File: config.mk
export PLATFORM = sky130hd
export DESIGN_NAME = latched_piso
export DESIGN_NICKNAME = d
export VERILOG_FILES = /design/src/rtl/latched_piso_pkg.sv /design/src/rtl/lp_store_reg.sv /design/src/rtl/lp_shift_reg.sv /design/src/rtl/lp_out_stage.sv /design/src/rtl/latched_piso.sv
export SDC_FILE = /design/constraint.sdc
export NUM_CORES = 1
export LEC_CHECK = 0
export ABC_AREA = 0
export BUFFER_PORTS_ARGS = -buffer_cell sky130_fd_sc_hd__buf_2
export CORE_MARGIN = 2
export CORE_UTILIZATION = 47
export DETAILED_ROUTE_END_ITERATION = 16
export PLACE_DENSITY = 0.82
export RECOVER_POWER = 25
export REMOVE_ABC_BUFFERS = 1
export SYNTH_ARGS = -nofsm -noshare
export SYNTH_HDL_FRONTEND = slang
export SYNTH_SLANG_ARGS = --single-unit
File: constraint.sdc
create_clock -name clk -period 1.4 [get_ports clk]
set_clock_uncertainty 0.2 [all_clocks]
set_input_delay 0.42 -clock clk [delete_from_list [all_inputs] [get_ports clk]]
set_output_delay 0.42 -clock clk [all_outputs]
set_load 0.05 [all_outputs]
File: src/rtl/latched_piso_pkg.sv
package latched_piso_pkg;

    localparam int DEF_WIDTH = 8;

    typedef enum logic [1:0] {
        SR_HOLD  = 2'd0,
        SR_SHIFT = 2'd1,
        SR_LOAD  = 2'd2
    } sr_op_t;

    typedef struct packed {
        logic store;
        logic shift;
        logic load_n;
    } strobe_t;

    // Load has priority over shift.
    function automatic sr_op_t decode_op(input strobe_t s);
        if (!s.load_n)
            return SR_LOAD;
        else if (s.shift)
            return SR_SHIFT;
        else
            return SR_HOLD;
    endfunction

endpackage

File: src/rtl/lp_store_reg.sv
module lp_store_reg #(
    parameter int WIDTH = 8
) (
    input  logic             clk,
    input  logic             rst,
    input  logic             capture,
    input  logic [WIDTH-1:0] d,
    output logic [WIDTH-1:0] q
);

    always_ff @(posedge clk) begin
        if (rst)
            q <= '0;
        else if (capture)
            q <= d;
    end

endmodule

File: src/rtl/lp_shift_reg.sv
module lp_shift_reg
    import latched_piso_pkg::*;
#(
    parameter int WIDTH = 8
) (
    input  logic             clk,
    input  logic             rst,
    input  sr_op_t           op,
    input  logic [WIDTH-1:0] load_val,
    input  logic             ser_in,
    output logic [WIDTH-1:0] q
);

    logic [WIDTH-1:0] shifted;

    assign shifted[0] = ser_in;
    for (genvar k = 1; k < WIDTH; k++) begin : g_stage
        assign shifted[k] = q[k-1];
    end

    always_ff @(posedge clk) begin
        if (rst) begin
            q <= '0;
        end else begin
            case (op)
                SR_LOAD:  q <= load_val;
                SR_SHIFT: q <= shifted;
                default:  q <= q;
            endcase
        end
    end

endmodule

File: src/rtl/lp_out_stage.sv
module lp_out_stage #(
    parameter int WIDTH = 8
) (
    input  logic [WIDTH-1:0] sr_q,
    input  logic             out_en_n,
    output logic             ser_data,
    output logic             ser_oe
);

    localparam int LAST = WIDTH - 1;

    assign ser_data = sr_q[LAST];
    assign ser_oe   = ~out_en_n;

endmodule

File: src/rtl/latched_piso.sv
module latched_piso
    import latched_piso_pkg::*;
#(
    parameter int WIDTH = DEF_WIDTH
) (
    input  logic             clk,
    input  logic             rst,
    input  logic [WIDTH-1:0] par_in,
    input  logic             store_en,
    input  logic             shift_en,
    input  logic             load_n,
    input  logic             ser_in,
    input  logic             out_en_n,
    output logic             ser_data,
    output logic             ser_oe
);

    strobe_t          strobes;
    sr_op_t           op;
    logic [WIDTH-1:0] stor_q;
    logic [WIDTH-1:0] load_val;
    logic [WIDTH-1:0] sr_q;

    assign strobes = '{store: store_en, shift: shift_en, load_n: load_n};
    assign op      = decode_op(strobes);

    // Flow-through: a capture in the load cycle feeds the pins straight in.
    assign load_val = store_en ? par_in : stor_q;

    lp_store_reg #(.WIDTH(WIDTH)) u_store (
        .clk     (clk),
        .rst     (rst),
        .capture (store_en),
        .d       (par_in),
        .q       (stor_q)
    );

    lp_shift_reg #(.WIDTH(WIDTH)) u_shift (
        .clk      (clk),
        .rst      (rst),
        .op       (op),
        .load_val (load_val),
        .ser_in   (ser_in),
        .q        (sr_q)
    );

    lp_out_stage #(.WIDTH(WIDTH)) u_out (
        .sr_q     (sr_q),
        .out_en_n (out_en_n),
        .ser_data (ser_data),
        .ser_oe   (ser_oe)
    );

endmodule

* Word level (Yosys, flattened, before mapping) *
Cells that the tools add are included.
W data, S select, Z words.

storage, ports and cells
  flip-flop bits (word level) = 16
  input port bits = 15
  output and inout bits = 2
  word-level logic and storage cells = 10

cells by class
  eq/ne operators = 2
  muxes and demuxes = 4
  bitwise operators = 1
  reduce and logical (&&, ||, !) cells = 1

operator list
  operator              count
  $pmux W8 S2           1
  $mux W8               1
  $eq A2 B1 Y1 const B  1
  $eq A2 B2 Y1 const B  1
  $mux W2               1
  $reduce_bool A2 Y1    1
  $mux W1               1
  $not A1 Y1            1

* Logic depth before layout (Yosys ltp) *
Gate-level depths: netlist (run 1).

  depth after elaboration = 4
  mapped depth = 4
  depth with buffers taken out = 2

* Cells and area by module *
A second synthesis (run 1) with hierarchy kept.

second synthesis, totals
  cell total of the unflattened synthesis = 76
  area total of the unflattened synthesis = 827.0 um^2

modules (own cells, without submodules)
  module        times used  cells each  area an instance (um^2)  sequential area each (um^2)
  lp_shift_reg  1           37          389.1                    160.2
  lp_store_reg  1           26          285.3                    160.2
  latched_piso  1           11          141.4                    0.0
  lp_out_stage  1           2           11.3                     0.0

* Worst setup path before layout (run 1) *
Ideal clock, no wire load.

  path type = input to output
  from = in out_en_n
  to = out ser_oe
  arrival = 0.716 ns
  slack = 0.064 ns
  cell stages on the path = 1
  cells stage by stage = inv_1

on the way
  word-level cells in the longest chain between the ends = 1

RTL lines
  what             line                source
  start, declared  latched_piso.sv:13  input logic out_en_n,
  $not A1 Y1       lp_out_stage.sv:13  assign ser_oe = ~out_en_n;
  end, declared    latched_piso.sv:15  output logic ser_oe

Every way passes these cells.

* Worst setup path after layout (run 1) *
  from = reg u_shift.q[7]
  to = out ser_data

RTL lines
  what                    line                source
  start, declared         lp_shift_reg.sv:11  output logic [WIDTH-1:0] q
  start signal, assigned  lp_shift_reg.sv:26  SR_LOAD: q <= load_val;
  start signal, assigned  lp_shift_reg.sv:27  SR_SHIFT: q <= shifted;
  start signal, assigned  lp_shift_reg.sv:28  default: q <= q;
  end, declared           latched_piso.sv:14  output logic ser_data,

No word-level cell between the ends.

==> results of run 1 <==
layout make-up:
class                      count  share of cell area
sequential                    16              0.4393
inverter                       1            0.005128
clock buffer                   4             0.04957
tap                           15             0.02564
timing repair buffer          17              0.1350
multi-input combinational     34              0.3453
power groups by stage:
stage / clock (uW) / combinational, uW / sequential (uW)
finish: 304 / 112 / 494
global route: 322 / 125 / 497
CTS: 317 / 113 / 494
detailed placement: 0 / 109 / 503
global placement: 0 / 106 / 502
floorplan: 0 / 57.4 / 506
registers in the layout, summed over array words and instances (netlist names):
name	count
u_shift.q	8
u_store.q	8
layer usage:
layer / up-vias / track usage / share of wire
li1: 229 / - / -
met1: 190 / 0.2089 / 0.44
met2: 16 / 0.2903 / 0.47
met3: 3 / 0.05000 / 0.055
met4: 0 / 0.1034 / 0.028
met5: - / 0 / 0
worst paths after layout:
path | from | endpoint
setup / recovery | u_shift.q[7] | ser_data
hold / removal | par_in[0] | u_store.q[0]
setup reg to reg | u_shift.q[4] | u_shift.q[5]
hold reg to reg | u_store.q[4] | u_store.q[4]
per-stage QoR:
stage | setup TNS (ns) | worst slack [ns] | util | hold slack, ns
finish | -0.01154 | -0.01154 | 0.5844 | 0.1834
global route | -0.06091 | -0.02956 | 0.5844 | 0.2031
CTS | -0.02334 | -0.02334 | 0.5854 | 0.1799
floorplan | 0 | 0.06392 | - | 0.2556
detailed placement | -0.01610 | -0.01610 | 0.5455 | 0.2799
global placement | -0.01398 | -0.01398 | 0.5455 | 0.2709
synthesized netlist by cell type (all sizes together):
cell,count
buf,4
clkbuf,1
dfxtp,16
inv,1
mux2i,16
nand2b,1
nor2,8
o22ai,8
or2,1
cells by family (layout without fill, tap and decap cells):
| family | Yosys count | after routing | share of synthesized area |
|---|---|---|---|
| AOI/OAI and AO/OA | 8 | 8 | 0.08147 |
| DFF | 16 | 16 | 0.5214 |
| buffers and inverters | 6 | 22 | 0.06719 |
| muxes | 16 | 16 | 0.2607 |
| and+or+nand+nor | 10 | 10 | 0.06926 |
worst min-delay path: cells and delay by family:
kind          cells  cell delay (ns)
mux               1             0.07
buf+inv           1             0.07
simple gates      1             0.08
timing repair:
action / CTS / global route
gates resized for setup: 5 / 0
hold buffers: 0 / 0
setup endpoints to repair: 2 / 1
==> impl_metrics.toml, run 1 <==
[outcome]
status = "finished with violations"
violations = "setup timing"

[place]
dp_cells = 83
place_area_um2 = 683.2
port-buffer-count = 16
dp_hpwl_um = 749.1
globalplace.congestion = 0.7679

[power_and_ir_drop]
p_leak_uw = 0.0003451
power_frac_seq = 0.543
p_sw_uw = 214.5
power_frac_clock = 0.334
powerDensity_mw_per_mm2 = 1243
peakVddDrop_v = 0.0006258
fin_total_pwr_uw = 909.5
swShare = 0.2358
comb_power_share = 0.123
intPower_uw = 695.0

[timing]
fmax_ghz = 0.7084
setup_viol = 1
finalHoldViolations = 0
rsz0062_at_grt = "yes"
setup_slack_ns = -0.01154
slew_headroom = 0.6125
fin_crit_ns = 1.412
fin_crit_sh = 1.008
worst_slew_pin_slew_ns = 0.5813
final-max-slew-violation-count = 0

[cells_and_area]
num_antenna_cells = 0
drive_above_1_share = 0.2917
layout_common_cells = "16 x mux2i_1, 15 x dfxtp_1, 13 x buf_2, 8 x o22ai_1, 8 x nor2_1"
finalNetCount = 88
multiInputGateArea_um2 = 252.7
syn_to_final_growth_pct = 19.14
fill_cells = 100
layout_commonest_cell = "mux2i_1"
design_area_um2 = 732.0
final_cells = 87
seq_area_um2 = 321.6

[worst_setup_path]
cp-end-kind = "output pin"
crit_arrival_ns = 0.79
critical_path.max_stage_delay_ns = 0.36
setup.worst_path.class = "reg -> out"
crit_cells = 1
crit_buf_inv = 1
rr_worst_depth = 2
cp.required_ns = 0.78
crit_fanout = 2
critPathLaunchType = "register"
rrSetupSlack_ns = 0.50
slowest_stage = "dfxtp_2"
crit_chain = "buf_8"
cp_top_family = "flip-flops"

[route]
drt_pass1_iterations = 4
route.antenna.remaining_nets = 0
first_iter_violations = 3
via_count = 438
routedWlPerCell_um = 12.11
drc = 0
via_per_inst = 5.034
drt_wl_total_um = 1054

[synth]
ys_ff_latch = 16
ys_types = 10
syn_area_per_cell_um2 = 10.97
yosys-top-cells-area = "dfxtp_1 52%, mux2i_1 26%, o22ai_1 8.1%"
synth_seq_area_share = 0.5214
synth_area_um2 = 614.3
yosysWarningCount = 0
synth_top_cell_by_area = "dfxtp_1"
synth_top_cell_area_share = 0.5214
syn_inst = 56

[global_route]
grt_pass1_wl_um = 1800
antenna_found_initial = 0
track_usage = 0.1791
grt_max_degree = 10
grt_pass1_vias = 424
grt_overflow = 0

[min_path]
hp-class = "in -> reg"
holdPathStages = 3

[die]
die_w_um = 40.16
die-area_mm2 = 0.001612
start_util = 0.4905
num_rows = 13
die_y_um = 40.16
io_pins = 17
fp.coreArea_mm2 = 0.001252

[clock_tree]
cts.root.buffer_cell = "clkbuf_4"
cts_tree = "done"
clk_latency_ns = 0.29
clockBufferDepth = 2
clkSinkCount = 16
h-tree-depth = 1
cts_buffers = 3
post_cts_buffers = 0
clk_pin_slew_ns = 0.09

[job]
maxCapViolCount = 0
Power figures use the tool's default switching activity.
==> inputs of run 2 (changes only) <==
CORE_UTILIZATION = 43   (was 47)
PLACE_DENSITY = 0.7   (was 0.82)
clock period = 1.1 ns   (was 1.4 ns; I/O delays follow)
==> run 2 against run 1 <==
Compared with the run above: the flow still finishes with violations (setup timing); die area increased by 8.4%; critical path depth is the same; count of clock-buffer cells in the layout did not move; hold slack lost 0.077 ns; utilization decreased by 0.42 points; final cell count increased by 2.3%; sequential cell count unchanged; first-iteration DRC count rose to 3.7 times the previous value; combinational power is 39% higher; total power increased by 28%; critical endpoint unchanged; largest power group unchanged.
==> impl_metrics.toml, run 2 (same netlist as run 1, synthesis figures left out) <==
[route]
first_iter_violations = 11
drt_wl_total_um = 1098
routedWlPerCell_um = 12.34
via_count = 458
via_per_inst = 5.146
drc = 0
route.antenna.remaining_nets = 0
drt_pass1_iterations = 4

[worst_setup_path]
critPathLaunchType = "register"
crit_arrival_ns = 0.77
cp.required_ns = 0.57
critical_path.max_stage_delay_ns = 0.35
cp_top_family = "flip-flops"
setup.worst_path.class = "reg -> out"
slowest_stage = "dfxtp_2"
crit_chain = "buf_8"
crit_fanout = 2
cp-end-kind = "output pin"
crit_buf_inv = 1

[cells_and_area]
seq_area_um2 = 321.6
layout_commonest_cell = "mux2i_1"
num_antenna_cells = 0
fill_cells = 121
top_regs = "u_shift.q x8, u_store.q x8"
syn_to_final_growth_pct = 24.44
drive_above_1_share = 0.3378
finalNetCount = 90
multiInputGateArea_um2 = 252.7
layout_common_cells = "16 x mux2i_1, 15 x dfxtp_1, 12 x buf_2, 8 x o22ai_1, 8 x nor2_1"

[timing]
setup_slack_ns = -0.2001
worst_slew_pin_slew_ns = 0.3017
fmax_ghz = 0.7692
rsz0062_at_grt = "yes"
tns_ns = -0.2259
setup_viol = 2
fin_crit_ns = 1.300
finalHoldViolations = 0
fin_crit_sh = 1.182
slew_headroom = 0.7989
final-max-slew-violation-count = 0

[die]
start_util = 0.4663
num_rows = 13
die_w_um = 41.80
die-area_mm2 = 0.001747
fp.coreArea_mm2 = 0.001318
die_y_um = 41.80
io_pins = 17

[power_and_ir_drop]
powerDensity_mw_per_mm2 = 1517
peakVddDrop_v = 0.0009615
fin_total_pwr_uw = 1160
p_leak_uw = 0.0003609

[global_route]
grt_overflow = 0
grt_pass1_vias = 442
antenna_found_initial = 0
track_usage = 0.1472
grt_pass1_wl_um = 1980
grt_max_degree = 10

[place]
port-buffer-count = 16
globalplace.congestion = 0.6987

[clock_tree]
postCtsResizedCells = 8
cts_buffers = 3
cts_hold_buffers = 0
cts.root.buffer_cell = "clkbuf_4"
clkSinkCount = 16
h-tree-depth = 1
cts_tree = "done"
clockBufferDepth = 2
clk_latency_ns = 0.28
post_cts_buffers = 0
clk_pin_slew_ns = 0.09

[job]
maxCapViolCount = 0

[min_path]
hp-class = "in -> reg"

[outcome]
violations = "setup timing"
status = "finished with violations"
==> run 2: layout make-up <==
cell class,instances,area share
Timing Repair Buffer,19,0.1686
Sequential cell,16,0.4206
Inverter,1,0.008183
Clock buffer,4,0.04746
Tap cell,15,0.02455
Multi-Input combinational cell,34,0.3306
==> run 2: path summary, 6_finish.rpt <==
| path | start | to | slack, ns | cells after the start |
|---|---|---|---|---|
| worst max-delay path | u_shift.q[7] | ser_data | -0.20 | 1 |
| worst min-delay path | par_in[4] | u_store.q[4] | 0.11 | 3 |
| worst max register to register | u_store.q[7] | u_shift.q[7] | 0.20 | 2 |
| worst min register to register | u_store.q[4] | u_store.q[4] | 0.29 | 2 |
==> run 2: per-stage QoR <==
stage | utilization | hold slack, ns | std cells | area, um^2 | worst slack (ns)
after detailed placement | 0.5299 | 0.2761 | 85 | 698.2 | -0.1802
after global routing | 0.5802 | 0.1113 | 89 | 764.5 | -0.2272
after global placement | 0.5299 | 0.2696 | 85 | 698.2 | -0.1794
final | 0.5802 | 0.1066 | 89 | 764.5 | -0.2001
after floorplan | - | 0.2024 | 51 | 576.8 | -0.05608
after CTS | 0.5755 | 0.1057 | 89 | 758.2 | -0.2116
==> run 2: report_power, final <==
group          total, uW  internal, uW  switching, uW
clock network        375           201            174
logic                156          78.7           77.6
registers            628           614           14.0
total               1160           894            266
==> run 2: worst min-delay path: cells and delay by family <==
| kind | cells | cell delay (ns) |
|---|---|---|
| simple gates | 1 | 0.08 |
| mux | 1 | 0.07 |
| buf+inv | 1 | 0.07 |
==> run 2: routing by layer <==
metal,GRT usage,vias up,wire length (um)
li1,-,233,-
met1,0.1909,217,505
met2,0.2250,6,540
met3,0.03478,2,40
met4,0.07742,0,12
met5,0,-,0
==> inputs of run 3 (changes only) <==
CORE_UTILIZATION = 46   (was 43)
CTS_BUF_LIST = sky130_fd_sc_hd__clkbuf_4 sky130_fd_sc_hd__clkbuf_8   (was default)
PLACE_DENSITY = 0.74   (was 0.7)
==> run 3 against run 2 <==
Compared with the run above: critical endpoint unchanged; first-iteration DRC count is 91% lower; the flow still finishes with violations (setup timing); utilization is 3.1 points higher; sequential share of layout area is 0.61 points lower; critical path depth stayed put; sequential cell count stayed put.
==> impl_metrics.toml, run 3 (same netlist as run 1, synthesis figures left out) <==
[route]
routedWlPerCell_um = 13.14
first_iter_violations = 1
via_per_inst = 4.978
drc = 0
via_count = 448
drt_pass1_iterations = 2
drt_wl_total_um = 1183
route.antenna.remaining_nets = 0

[global_route]
track_usage = 0.1938
grt_pass1_wl_um = 1959
grt_max_degree = 10
antenna_found_initial = 0
grt_overflow = 0
grt_pass1_vias = 473

[clock_tree]
cts_hold_buffers = 0
cts_buffers = 3
cts_tree = "done"
clk_latency_ns = 0.28
h-tree-depth = 1
clkSinkCount = 16
clk_pin_slew_ns = 0.09
cts.root.buffer_cell = "clkbuf_4"
clockBufferDepth = 2

[cells_and_area]
layout_common_cells = "16 x mux2i_1, 15 x dfxtp_1, 12 x buf_2, 8 x o22ai_1, 8 x nor2_1"
syn_to_final_growth_pct = 26.27
num_antenna_cells = 0
top_regs = "u_shift.q x8, u_store.q x8"
final_util = 0.6114
finalNetCount = 91
layout_commonest_cell = "mux2i_1"
drive_above_1_share = 0.3467

[worst_setup_path]
rr_worst_depth = 3
critPathLaunchType = "register"
crit_arrival_ns = 0.79
setup.worst_path.class = "reg -> out"
rrSetupSlack_ns = 0.06
r2r-end = "u_shift.q[7]"
crit_buf_inv = 1
crit_chain = "buf_8"
slowest_stage = "dfxtp_2"
cp_top_family = "flip-flops"
crit_end = "ser_data"
crit_fanout = 2
crit_cells = 1
cp.required_ns = 0.57
critical_path.max_stage_delay_ns = 0.37
cp-end-kind = "output pin"
crit_start = "u_shift.q[7]"
timing.rr.start = "u_shift.q[7]"

[outcome]
violations = "setup timing"
status = "finished with violations"

[die]
die_w_um = 40.55
fp.coreArea_mm2 = 0.001269
die-area_mm2 = 0.001644
io_pins = 17
die_y_um = 40.55
num_rows = 13
start_util = 0.4842

[timing]
fmax_ghz = 0.7565
fin_crit_sh = 1.202
rsz0062_at_grt = "yes"
setup_slack_ns = -0.2219
tns_ns = -0.2527
slew_headroom = 0.8039
finalHoldViolations = 0
worst_slew_pin_slew_ns = 0.2941
hold_ws_ns = 0.1032
final-max-slew-violation-count = 0
fin_crit_ns = 1.322
setup_viol = 2

[place]
dp_hpwl_um = 790
globalplace.congestion = 0.6811
port-buffer-count = 16

[power_and_ir_drop]
powerDensity_mw_per_mm2 = 1505
p_leak_uw = 0.0003676
peakVddDrop_v = 0.0007209

[min_path]
hp-class = "in -> reg"

[job]
maxCapViolCount = 0
-- run 3: cell types whose count changed in the layout (fill, tap and decap cells not counted), sizes merged --
cell  before  now
buf       18   19
-- run 3: through the flow --
step	instances	power, uW	cell area, um^2	setup WS (ns)
floorplan	51	717.2	576.8	-0.05608
global placement	85	781.4	698.2	-0.1575
detailed placement	85	784.6	698.2	-0.1836
CTS	89	1176	758.2	-0.2103
global route	90	1225	775.7	-0.2452
finish	90	1168	775.7	-0.2219
-- run 3: worst min path at each step --
stage                            start           end  slack [ns]  cells past startpoint
after floorplan                    rst  u_store.q[0]        0.20                      1
after global placement    u_store.q[7]  u_store.q[7]        0.27                      2
after detailed placement  u_store.q[5]  u_store.q[5]        0.28                      2
after CTS                    par_in[0]  u_store.q[0]         0.1                      3
after global routing         par_in[0]  u_store.q[0]        0.10                      3
final                        par_in[5]  u_store.q[5]        0.10                      3
-- run 3: power breakdown --
group / switching, uW / internal [uW]
logic: 77.9 / 82.4
registers: 16.4 / 614
clock network: 176 / 201
total: 270 / 898
-- run 3: per-layer routing --
layer / up-vias / routed length, um / global-route usage
li1: 234 / - / -
met1: 201 / 558 / 0.2027
met2: 13 / 565 / 0.3373
met3: 0 / 60 / 0.06667
met4: 0 / 0 / 0.1000
met5: - / 0 / 0
-- run 3: what timing repair did --
action | CTS | global route
endpoints found under the setup margin | 2 | 2
gates resized for setup | 8 | 3
setup buffers | 0 | 1
-- run 3: final cells by class --
type / count / area (um^2)
Clock buffer: 4 / 36.28
Fill cell: 105 / 493.0
Inverter: 1 / 6.256
Multi-Input combinational cell: 34 / 252.7
Sequential cell: 16 / 321.6
Tap cell: 15 / 18.77
Timing Repair Buffer: 20 / 140.1
